## config.mk

```make
export PLATFORM = sky130hd
export DESIGN_NAME = mdio_master
export DESIGN_NICKNAME = d
export VERILOG_FILES = /design/src/rtl/mdio_master.sv
export SDC_FILE = /design/constraint.sdc
export NUM_CORES = 1
export LEC_CHECK = 0
export ABC_AREA = 1
export CORE_UTILIZATION = 51
export DETAILED_ROUTE_END_ITERATION = 8
export HOLD_SLACK_MARGIN = 0.15
export PLACE_DENSITY_LB_ADDON = 0.3
export SETUP_SLACK_MARGIN = 0.2
export SLEW_MARGIN = 20
export SYNTH_ARGS = -nofsm -noshare
export SYNTH_HDL_FRONTEND = slang
export SYNTH_SLANG_ARGS = --single-unit
```

## constraint.sdc

```tcl
create_clock -name clk -period 1.6 [get_ports clk]
set_clock_uncertainty 0.1 [all_clocks]
set_input_delay 0.4 -clock clk [delete_from_list [all_inputs] [get_ports clk]]
set_output_delay 0.4 -clock clk [all_outputs]
set_load 0.05 [all_outputs]
```

## src/rtl/mdio_master.sv

```systemverilog
module mdio_master #(
  parameter int HALF_DIV = 10
) (
  input  logic        clk,
  input  logic        rst_n,
  input  logic        cmd_valid,
  input  logic        cmd_write,
  input  logic [4:0]  cmd_phy,
  input  logic [4:0]  cmd_reg,
  input  logic [15:0] cmd_wdata,
  output logic        busy,
  output logic        done,
  output logic [15:0] rd_data,
  output logic        mdc,
  output logic        mdio_oe,
  input  logic        mdio_in
);
  localparam int CW         = $clog2(HALF_DIV + 1);
  localparam int FRAME_BITS = 64;
  localparam int DATA_START = 48;

  logic [CW-1:0] cnt;
  logic [5:0]    idx;
  logic [63:0]   sh;
  logic          rd_op;
  logic          accept;
  logic          half_end;
  logic [63:0]   frame;

  assign accept   = cmd_valid & ~busy;
  assign half_end = (cnt == CW'(HALF_DIV - 1));
  assign frame    = {32'hFFFF_FFFF, 2'b01, (cmd_write ? 2'b01 : 2'b10), cmd_phy, cmd_reg,
                     (cmd_write ? {2'b10, cmd_wdata} : 18'h3FFFF)};
  assign mdio_oe  = busy & ~sh[63];

  always_ff @(posedge clk or negedge rst_n) begin
    if (!rst_n) begin
      busy    <= 1'b0;
      done    <= 1'b0;
      mdc     <= 1'b1;
      cnt     <= '0;
      idx     <= '0;
      sh      <= '1;
      rd_op   <= 1'b0;
      rd_data <= '0;
    end else begin
      done <= 1'b0;
      if (accept) begin
        busy  <= 1'b1;
        mdc   <= 1'b0;
        cnt   <= '0;
        idx   <= '0;
        sh    <= frame;
        rd_op <= ~cmd_write;
      end else if (busy) begin
        if (!half_end) begin
          cnt <= cnt + 1'b1;
        end else begin
          cnt <= '0;
          if (!mdc) begin
            mdc <= 1'b1;
            if (rd_op && idx >= 6'(DATA_START))
              rd_data <= {rd_data[14:0], mdio_in};
          end else if (idx == 6'(FRAME_BITS - 1)) begin
            busy <= 1'b0;
            done <= 1'b1;
          end else begin
            mdc <= 1'b0;
            idx <= idx + 1'b1;
            sh  <= {sh[62:0], 1'b1};
          end
        end
      end
    end
  end
endmodule

```

==> flow_summary.json <==
{
  "status": "finished with violations",
  "violations": "setup timing",
  "clkLatencyLatePin_ns": 0.39,
  "cts_sinks": 94,
  "max_cap_viol_count": 0,
  "drive_above_1_share_pct": 34.5,
  "fin_crit_sh_pct": 119,
  "viasPerCell": 5.69,
  "grt_pass1_vias": 4604,
  "h-tree-depth": 3,
  "syn_area_mm2": 0.00479,
  "ys_types": 24,
  "fp.dieArea_mm2": 0.00979,
  "place_ws_ns": -0.388,
  "antenna_found_initial": 0,
  "end_kind": "register",
  "gp_congestion": 0.797,
  "n_fill_cell": 571,
  "final_core_util_pct": 75.3,
  "crit_path_max_incr_delay_ns": 0.43,
  "grt_use_total_pct": 28.8,
  "num_vias": 4833,
  "yosysSeqAreaShare_pct": 50.8,
  "ff2ff_path_depth": 8,
  "yosysWarnings": 0,
  "clock.fmax_mhz": 526,
  "slew-limit-headroom_pct": 66.3,
  "period_needed_ns": 1.90,
  "cpMostUsedCell": "nand2_1",
  "slew_violations": 0,
  "num_rows": 35,
  "antenna_cells": 0,
  "holdCritStartpoint": "sh[10]",
  "die_h_um": 98.9,
  "power_leakage_nw": 3.54,
  "r2r-start": "cnt[1]",
  "whs_endpoint": "sh[10]",
  "whs_path_depth": 2,
  "syn-num-nets": 668,
  "drtIter0Drc": 431,
  "dp_hpwl_mm": 6.67,
  "syn2layout_area_growth_pct": 43.7,
  "vdd_ir_drop_max_v": 0.00107,
  "ios": 51,
  "core-area_mm2": 0.00915,
  "clkTransAtPathRegs_ns": 0.12,
  "cp_top_family": "simple AND/OR/NAND/NOR gates",
  "cts_buffer_depth": 2,
  "worst_pin_slew_ns": 0.505,
  "ant_nets": 0,
  "rsz0062_at_grt": "yes",
  "netlist_instances": 634,
  "setup_ws_ns": -0.302,
  "final_hold_viol_count": 0,
  "cp_num_buf_inv": 2,
  "r2r_end": "sh[36]",
  "grt_pass1_wl_mm": 22.2,
  "cp_max_fo": 19,
  "reg2reg_slack_ns": -0.30,
  "drc": 0,
  "die_x_um": 98.9,
  "grt.overflow.total": 0,
  "start_kind": "register",
  "finalSetupViolations": 89,
  "start_util_pct": 52.4,
  "layout.nets": 768,
  "powerDensity_mw_per_mm2": 1560,
  "grt_max_degree": 95,
  "port_buffers": 50,
  "clockRootBuffer": "clkbuf_8",
  "drt-total-wl_mm": 15.0,
  "min_path_type": "register to register",
  "worstPathArrival_ns": 2.11,
  "cts_buffers": 9,
  "post_synth.cell_area_avg_um2": 7.56,
  "crit_slowest_cell": "dfrtp_1",
  "cts_tree": "yes",
  "ys_seq_elements": 94,
  "timing_worst_setup_path_type": "register to register",
  "drt-pass1-iter-count": 5,
  "post_drt_wl_per_cell_um": 17.7,
  "path_cells": "inv_2 -> ha_4 -> nand4_1 -> nand2_4 -> nand3_4 -> clkbuf_16 -> nand2_1 -> nand2_1",
  "cp.required_ns": 1.81,
  "crit_path_start": "cnt[1]"
}
flip-flops by register name, summed over array words and instances (netlist names):
signal,flops
busy,1
cnt,4
done,1
idx,6
mdc,1
rd_data,16
rd_op,1
sh,64
through the flow:
step                hold slack [ns]  instance area [um^2]  power (mW)  setup TNS (ns)  instances
finish                        0.359                  6890        10.7          -21.58        850
global route                  0.372                  6890        11.4          -24.10        850
CTS                           0.363                  6670        10.2          -0.119        836
floorplan                   0.00441                  4890        6.76        -0.00144        634
global placement              0.349                  5860        7.94          -21.79        787
detailed placement            0.352                  5860        8.14          -25.16        787
worst reg2reg max path: stages (launching register included):
cell and delay, ns:
dfrtp_1 0.43, inv_2 0.10, ha_4 0.16, nand4_1 0.28, nand2_4 0.21, nand3_4 0.18
clkbuf_16 0.24, nand2_1 0.07, nand2_1 0.06
per-layer routing:
metal  vias to the layer above  GRT usage [%]  share of wire (%)
li1                       2200              -                  -
met1                      2352           37.0                 39
met2                       228           47.0                 51
met3                        53           6.74                6.7
met4                         0           12.1                3.2
met5                         -              0                  0
worst max path at each step:
stage | to | slack, ns | depth (start not counted)
after floorplan | mdio_oe | -0.001 | 3
after global placement | sh[62] | -0.33 | 7
after detailed placement | sh[56] | -0.39 | 7
after CTS | busy | -0.04 | 2
after global routing | sh[36] | -0.33 | 8
final | sh[36] | -0.30 | 8
layout by cell type, fill, tap and decap left out, types with 5 or more instances in the layout:
master / synthesis / layout
dfrtp_1: 29 / 25
buf_4: 8 / 47
nor2_2: 1 / 5
nand2_4: 0 / 5
nand4_1: 66 / 66
nand2_1: 304 / 272
nand3_4: 0 / 5
nand3_2: 2 / 10
nand2_2: 2 / 27
nor2_4: 0 / 5
inv_1: 62 / 59
dfstp_2: 65 / 65
clkbuf_8: 0 / 9
clkdlybuf4s50_1: 0 / 28
nor2_1: 14 / 5
buf_6: 0 / 12
buf_12: 0 / 33
nand3_1: 27 / 14
final cells by class:
type / instances / area, um^2 / share of cell area [%]
Sequential cell: 94 / 2440 / 35.4
Multi-Input combinational cell: 436 / 2240 / 32.5
Timing Repair Buffer: 130 / 1650 / 23.9
Inverter: 63 / 241 / 3.50
Tap cell: 111 / 139 / 2.02
Clock buffer: 9 / 124 / 1.80
Clock inverter: 7 / 62.6 / 0.908
power breakdown:
group / total [mW] / switching, mW / internal [mW]
Clock: 1.56 / 0.963 / 0.599
Sequential: 4.54 / 0.698 / 3.84
Combinational: 4.64 / 2.60 / 2.04
logic make-up (layout without fill, tap and decap cells):
kind of cell | after synthesis | in the layout | synth area share, %
buffers and inverters | 104 | 209 | 9.08
adders and majority gates | 3 | 3 | 0.783
DFF | 94 | 94 | 50.8
and+or+nand+nor | 419 | 419 | 37.5
xor gates and xnor gates | 4 | 4 | 0.731
AOI/OAI and AO/OA | 10 | 10 | 1.15
synth_stat cells:
cell type / n / area, um^2
o21ai_0: 5 / 25.0
nand2_1: 304 / 1140
buf_2: 12 / 60.1
o22ai_1: 2 / 12.5
nor2_1: 14 / 52.6
o21bai_1: 1 / 7.51
dfrtp_1: 29 / 726
buf_1: 1 / 3.75
buf_4: 8 / 60.1
dfstp_2: 65 / 1710
xnor2_1: 1 / 8.76
a21oi_1: 2 / 10.0
ha_1: 3 / 37.5
clkbuf_1: 20 / 75.1
inv_1: 62 / 233
nor2_2: 1 / 6.26
nand3_1: 27 / 135
nand4_1: 66 / 413
and2_1: 1 / 6.26
nand3_2: 2 / 20.0
inv_2: 1 / 3.75
nand2_2: 2 / 12.5
nor3_1: 2 / 10.0
xor2_1: 3 / 26.3
timing repair:
| item | in CTS | in global routing |
|---|---|---|
| setup endpoints to repair | 109 | 111 |
| resized for setup | 77 | 29 |
| pin swaps | 38 | 8 |
| hold buffers | 1 | 0 |
| buffers inserted | 25 | 13 |
| hold endpoints to repair | 29 | 0 |
| gates cloned | 7 | 1 |
No activity file was read; power rests on OpenSTA's default activity.
